`src/rtl/dma_seq_pkg.sv`:
```
package dma_seq_pkg;

    typedef enum logic [2:0] {
        ST_IDLE,
        ST_REQW,
        ST_ADDR,
        ST_XFER,
        ST_REL
    } seq_state_t;

    typedef struct packed {
        logic dec;
        logic block;
        logic auto_init;
        logic to_mem;
    } chan_mode_t;

    function automatic logic [15:0] step_addr16(input logic [15:0] a, input logic dec);
        return dec ? a - 16'd1 : a + 16'd1;
    endfunction

endpackage

```
`src/rtl/dma_seq_fsm.sv`:
```
module dma_seq_fsm
    import dma_seq_pkg::*;
(
    input  logic       clk,
    input  logic       rst,
    input  logic       req_valid,
    input  logic       hold_ack,
    input  logic       is_block,
    input  logic       last,
    input  logic       eop_ext,
    output seq_state_t state,
    output logic       grab,
    output logic       advance
);
    seq_state_t nxt;

    always_comb begin
        nxt = state;
        unique case (state)
            ST_IDLE: if (req_valid) nxt = ST_REQW;
            ST_REQW: if (hold_ack)  nxt = ST_ADDR;
            ST_ADDR: nxt = ST_XFER;
            ST_XFER: nxt = (last || !is_block || eop_ext) ? ST_REL : ST_ADDR;
            ST_REL:  if (!hold_ack) nxt = ST_IDLE;
            default: nxt = ST_IDLE;
        endcase
    end

    always_ff @(posedge clk) begin
        if (rst) state <= ST_IDLE;
        else     state <= nxt;
    end

    assign grab    = (state == ST_IDLE) && req_valid;
    assign advance = (state == ST_XFER);
endmodule

```
`src/rtl/dma_seq_regs.sv`:
```
module dma_seq_regs
    import dma_seq_pkg::*;
#(
    parameter int NCH = 4,
    parameter int AW  = 16,
    parameter int CW  = 16,
    localparam int CHW = $clog2(NCH)
) (
    input  logic           clk,
    input  logic           rst,
    input  logic           prog_we,
    input  logic [CHW-1:0] prog_chan,
    input  logic [AW-1:0]  prog_addr,
    input  logic [CW-1:0]  prog_cnt,
    input  logic           advance,
    input  logic [CHW-1:0] act_chan,
    input  logic           dec,
    input  logic           auto_init,
    output logic [AW-1:0]  act_addr,
    output logic           act_last
);
    logic [AW-1:0] base_a [NCH];
    logic [AW-1:0] cur_a  [NCH];
    logic [CW-1:0] base_c [NCH];
    logic [CW-1:0] cur_c  [NCH];

    for (genvar g = 0; g < NCH; g++) begin : g_ch
        always_ff @(posedge clk) begin
            if (rst) begin
                base_a[g] <= '0;
                cur_a[g]  <= '0;
                base_c[g] <= '0;
                cur_c[g]  <= '0;
            end else if (prog_we && prog_chan == CHW'(g)) begin
                base_a[g] <= prog_addr;
                cur_a[g]  <= prog_addr;
                base_c[g] <= prog_cnt;
                cur_c[g]  <= prog_cnt;
            end else if (advance && act_chan == CHW'(g)) begin
                if (cur_c[g] == '0 && auto_init) begin
                    cur_a[g] <= base_a[g];
                    cur_c[g] <= base_c[g];
                end else begin
                    cur_a[g] <= dec ? cur_a[g] - AW'(1) : cur_a[g] + AW'(1);
                    cur_c[g] <= cur_c[g] - CW'(1);
                end
            end
        end
    end

    assign act_addr = cur_a[act_chan];
    assign act_last = (cur_c[act_chan] == '0);
endmodule

```
`src/rtl/dma_xfer_seq.sv`:
```
module dma_xfer_seq
    import dma_seq_pkg::*;
#(
    parameter int NCH = 4,
    parameter int AW  = 16,
    parameter int CW  = 16,
    localparam int CHW = $clog2(NCH),
    localparam int LOW = 8,
    localparam int HW  = AW - LOW
) (
    input  logic           clk,
    input  logic           rst,
    input  logic           prog_we,
    input  logic [CHW-1:0] prog_chan,
    input  logic [AW-1:0]  prog_addr,
    input  logic [CW-1:0]  prog_cnt,
    input  logic [NCH-1:0] cfg_dec,
    input  logic [NCH-1:0] cfg_block,
    input  logic [NCH-1:0] cfg_auto,
    input  logic [NCH-1:0] cfg_to_mem,
    input  logic           req_valid,
    input  logic [CHW-1:0] req_chan,
    input  logic           hold_ack,
    input  logic           eop_in_n,
    output logic           hold_req,
    output logic           aen,
    output logic           adstb,
    output logic [LOW-1:0] addr_lo,
    output logic [HW-1:0]  dbus_out,
    output logic           dbus_oe,
    output logic [NCH-1:0] dack,
    output logic           io_rd,
    output logic           io_wr,
    output logic           mem_rd,
    output logic           mem_wr,
    output logic           eop_pull
);
    seq_state_t     state;
    logic           grab, advance, act_last;
    logic [CHW-1:0] act_chan;
    logic [AW-1:0]  act_addr;
    chan_mode_t     mode;

    always_ff @(posedge clk) begin
        if (rst)       act_chan <= '0;
        else if (grab) act_chan <= req_chan;
    end

    assign mode = '{dec:       cfg_dec[act_chan],
                    block:     cfg_block[act_chan],
                    auto_init: cfg_auto[act_chan],
                    to_mem:    cfg_to_mem[act_chan]};

    dma_seq_fsm u_fsm (
        .clk      (clk),
        .rst      (rst),
        .req_valid(req_valid),
        .hold_ack (hold_ack),
        .is_block (mode.block),
        .last     (act_last),
        .eop_ext  (!eop_in_n),
        .state    (state),
        .grab     (grab),
        .advance  (advance)
    );

    dma_seq_regs #(.NCH(NCH), .AW(AW), .CW(CW)) u_regs (
        .clk      (clk),
        .rst      (rst),
        .prog_we  (prog_we),
        .prog_chan(prog_chan),
        .prog_addr(prog_addr),
        .prog_cnt (prog_cnt),
        .advance  (advance),
        .act_chan (act_chan),
        .dec      (mode.dec),
        .auto_init(mode.auto_init),
        .act_addr (act_addr),
        .act_last (act_last)
    );

    logic in_addr, in_xfer;
    assign in_addr = (state == ST_ADDR);
    assign in_xfer = (state == ST_XFER);

    assign hold_req = (state == ST_REQW) || in_addr || in_xfer;
    assign aen      = in_addr || in_xfer;
    assign adstb    = in_addr;
    assign addr_lo  = aen ? act_addr[LOW-1:0] : '0;
    assign dbus_out = in_addr ? act_addr[AW-1:LOW] : '0;
    assign dbus_oe  = in_addr;
    assign dack     = in_xfer ? (NCH'(1) << act_chan) : '0;
    assign io_rd    = in_xfer && mode.to_mem;
    assign mem_wr   = in_xfer && mode.to_mem;
    assign mem_rd   = in_xfer && !mode.to_mem;
    assign io_wr    = in_xfer && !mode.to_mem;
    assign eop_pull = in_xfer && act_last;
endmodule

```
`config.mk`:
```
export PLATFORM = sky130hd
export DESIGN_NAME = dma_xfer_seq
export DESIGN_NICKNAME = d
export VERILOG_FILES = /design/src/rtl/dma_seq_pkg.sv /design/src/rtl/dma_seq_fsm.sv /design/src/rtl/dma_seq_regs.sv /design/src/rtl/dma_xfer_seq.sv
export SDC_FILE = /design/constraint.sdc
export NUM_CORES = 1
export LEC_CHECK = 0
export BUFFER_PORTS_ARGS = -buffer_cell sky130_fd_sc_hd__buf_2
export CORE_ASPECT_RATIO = 0.8
export CORE_MARGIN = 4
export CORE_UTILIZATION = 25
export CTS_CLUSTER_DIAMETER = 100
export DETAILED_ROUTE_END_ITERATION = 7
export GPL_TIMING_DRIVEN = 0
export MAX_ROUTING_LAYER = met4
export SETUP_SLACK_MARGIN = 0.1
export SYNTH_ARGS = -nofsm -noshare
export SYNTH_HDL_FRONTEND = slang
export SYNTH_SLANG_ARGS = --single-unit
```
`constraint.sdc`:
```
create_clock -name clk -period 6.8 [get_ports clk]
set_clock_uncertainty 0.2 [all_clocks]
set_input_delay 0.68 -clock clk [delete_from_list [all_inputs] [get_ports clk]]
set_output_delay 0.68 -clock clk [all_outputs]
set_load 0.02 [all_outputs]
```
==> impl_metrics.toml <==
[sta]
slew_headroom = 0.3015
hold_violations = 0
drv_slew = 0
tightest_slew_ns = 1.046
final-setup-viol-count = 0
rsz0062_at_grt = "no"
achievable-frequency_mhz = 214.4
fin_crit_sh = 0.6859
tns_ns = 0
period_minus_slack_ns = 4.664

[placement]
globalplace.congestion = 0.8961
hpwl_mm = 36.05
port_buffers = 85

[synth]
netlist_top_cells_area = "edfxtp_1 49%, and2_1 5.5%, ha_1 5.0%"
synth_top_area_share = 0.4929
synth_top_family_by_area = "simple AND/OR/NAND/NOR gates"
yosysTopAreaCell = "edfxtp_1"
syn_inst = 1431
yosys_warnings = 0
synth_compound_area_frac = 0.1588
synth_ff_type = "edfxtp_1"
synthDistinctLibCells = 62
synth.avg_cell_area_um2 = 10.90
synth-simple-area-share = 0.1693
synthMuxAreaShare = 0.03923
synth_adder_area_share = 0.05487
synth_edf_count = 256
synth_area_um2 = 15600
synth_seq_area_share = 0.5019
synthXorXnorAreaFrac = 0.05279
ys_ff_latch = 263
async_reset_ff_frac = 0
synth.net_count = 1555

[worst_setup_path]
end_kind = "flop"
crit_path_start_kind = "flop"
worst-path-buf-inv = 2
reg2regPathDepth = 11
critPathTopFamily = "compound AO/OA/AOI/OAI gates"
required_ns = 6.92
crit_path_max_fanout = 64
path_cells = "buf_4, mux4_2, clkbuf_4, fa_1, a211oi_1, o21ai_0, a221oi_1, o21ai_0, mux2_2, o22ai_1, or2_2"
crit_arrival_ns = 4.79
crit_top_cell = "o21ai_0"
reg2reg_from = "act_chan[0]"
rrSetupSlack_ns = 2.14
path_class = "flop to flop"
crit_path_max_incr_delay_ns = 0.66
crit_slowest_cell = "fa_1"
rr_endpoint = "u_regs.cur_a[3][14]"

[hold_path]
hold_path.class = "input pin to flop"
hold_depth = 3
hold_path_end = "u_fsm.state[2]"
min_from = "hold_ack"

[route]
highest_layer = "met4"
dr.first_iter.drc_count = 1162
viasPerCell = 4.958
routed-wl-met2_mm = 19.88
routedWlPerCell_um = 19.62
wirelength_mm = 47.10
vias = 11900
drc = 0
dr.pass1.iters = 5
wl_met3_mm = 3.433
wl_met1_mm = 22.78
ant_nets = 0

[clock_tree]
cts_buffers = 29
clock_path_buffers = 3
clk-insertion-delay-late_ns = 0.59
root_buffer = "clkbuf_16"
cts.sinks = 263
path_clk_slew_ns = 0.06
htreeDepth = 1
cts_tree = "done"
hold_buffers = 0
cts_setup_buffers = 0
ctsResizeCount = 0

[power]
finalPower_mw = 4.170
vdd_drop_max_uv = 204.5
power.density_nw_per_um2 = 231.6
p_leak_nw = 7.101

[global_routing]
grt_usage = 0.1412
antenna_found_initial = 5
grt_max_degree = 65
grt_pass1_vias = 11240
grt_first_pass_wirelength_mm = 70.12
overflow = 0

[die]
rows = 81
die_h_um = 231.4
pin_count = 87
coreArea_um2 = 61420
dieArea_um2 = 66470
die_w_um = 287.3
initial_core_util = 0.2539

[outcome]
outcome = "complete, no violations"

[cells_and_area]
area_growth_pct = 15.44
drive_gt1_frac = 0.1178
final_nets = 1674

[run]
maxCapViolCount = 0
flip-flops by register name, indices dropped and copies added (netlist names), named ones only:
name           flops
u_regs.cur_a      64
u_regs.cur_c      64
u_fsm.state        3
u_regs.base_a     64
u_regs.base_c     64
act_chan           2
where the power goes:
group	total (mW)	internal, mW	switching [mW]
Combinational	0.759	0.303	0.456
Clock	1.46	0.780	0.677
Sequential	1.95	1.89	0.0616
cell usage after synthesis, drive strengths merged, types with 2 or more instances:
master	number
o211ai	5
nand3	32
nor4	21
a31oi	23
nor2b	7
inv	29
ha	62
nand4	7
mux4	20
nand3b	5
nor3	28
a211o	5
or2	5
a211oi	15
nor4b	3
xor2	38
fa	4
o21ai	112
o21bai	68
buf	16
clkbuf	42
nand2b	13
or4	2
and3	21
a311o	4
nor3b	5
a21o	55
nor2	89
dfxtp	7
nand2	109
or3	9
o21a	4
and2	137
mux2i	15
o31a	2
edfxtp	256
o41ai	5
o31ai	3
a21oi	77
and4	3
xnor2	56
final cells by class:
| type | instances | area [um2] |
|---|---|---|
| multi-input cells | 1081 | 7418 |
| flip-flops and latches | 263 | 7828 |
| fillers | 6429 | 43410 |
| diodes | 1 | 2.502 |
| inverters | 29 | 108.9 |
| repair buffers | 88 | 508.0 |
| clock inverters | 18 | 103.9 |
| well taps | 830 | 1039 |
| plain buffers | 58 | 255.2 |
| clock buffers | 33 | 740.7 |
through the flow:
stage / std cells / util / setup WS, ns / cell area (um2) / hold WS [ns]
5_1_grt: 2400 / 0.2931 / 1.866 / 18000 / 0.2307
6_report: 2401 / 0.2931 / 2.136 / 18000 / 0.2271
4_1_cts: 2400 / 0.2931 / 2.096 / 18000 / 0.2063
3_5_place_dp: 2349 / 0.2793 / 1.914 / 17160 / 0.3029
2_1_floorplan: 1431 / - / 1.693 / 15600 / 0.2762
3_3_place_gp: 2346 / 0.2778 / 0.3336 / 17060 / 0.3028
cell usage in the layout, fill, tap and decap left out, drive strengths merged, types with 17 or more instances in the layout:
| cell | netlist | final |
|---|---|---|
| edfxtp | 256 | 256 |
| and2 | 137 | 137 |
| o21ai | 112 | 112 |
| nand2 | 109 | 109 |
| buf | 16 | 104 |
| nor2 | 89 | 89 |
| a21oi | 77 | 77 |
| clkbuf | 42 | 75 |
| o21bai | 68 | 68 |
| ha | 62 | 62 |
| xnor2 | 56 | 56 |
| a21o | 55 | 55 |
| xor2 | 38 | 38 |
| nand3 | 32 | 32 |
| inv | 29 | 30 |
| nor3 | 28 | 28 |
| a31oi | 23 | 23 |
| and3 | 21 | 21 |
| nor4 | 21 | 21 |
| mux4 | 20 | 20 |
| clkinv | 0 | 17 |
per-layer routing:
metal  track usage  vias to the layer above
li1              -                     5602
met4       0.02963                        0
met2        0.2018                      431
met5             -                        -
met3       0.02124                       70
met1        0.2108                     5801
worst reg2reg max path, delay by kind of cell (launching register included):
family / cells / cell delay [ns]
AO/OA/AOI/OAI: 5 / 1.35
adder cells (fa/ha/maj): 1 / 0.68
buffers and inverters: 2 / 0.78
flip-flops: 1 / 0.30
multiplexers: 2 / 0.80
AND/OR/NAND/NOR: 1 / 0.30
cells by family (layout without fill, tap and decap cells):
| group | count (synthesis) | in the layout |
|---|---|---|
| XOR/XNOR | 94 | 94 |
| AND/OR/NAND/NOR | 497 | 497 |
| other | 0 | 1 |
| AO/OA/AOI/OAI | 388 | 388 |
| multiplexers | 36 | 36 |
| adder cells (fa/ha/maj) | 66 | 66 |
| buffers and inverters | 87 | 226 |
| flip-flops | 263 | 263 |
worst max-delay path by stage:
stage / startpoint / endpoint / slack [ns] / cells past startpoint
after CTS: act_chan[0] / u_regs.cur_a[3][14] / 2.10 / 11
after floorplan: cfg_dec[1] / u_regs.cur_a[1][13] / 1.69 / 10
after global placement: cfg_dec[1] / u_regs.cur_a[1][13] / 0.33 / 11
final: act_chan[0] / u_regs.cur_a[3][14] / 2.14 / 11
after detailed placement: cfg_dec[3] / u_regs.cur_a[3][14] / 1.91 / 11
after global routing: act_chan[0] / u_regs.cur_a[3][14] / 1.87 / 11
Power figures use the tool's default switching activity.
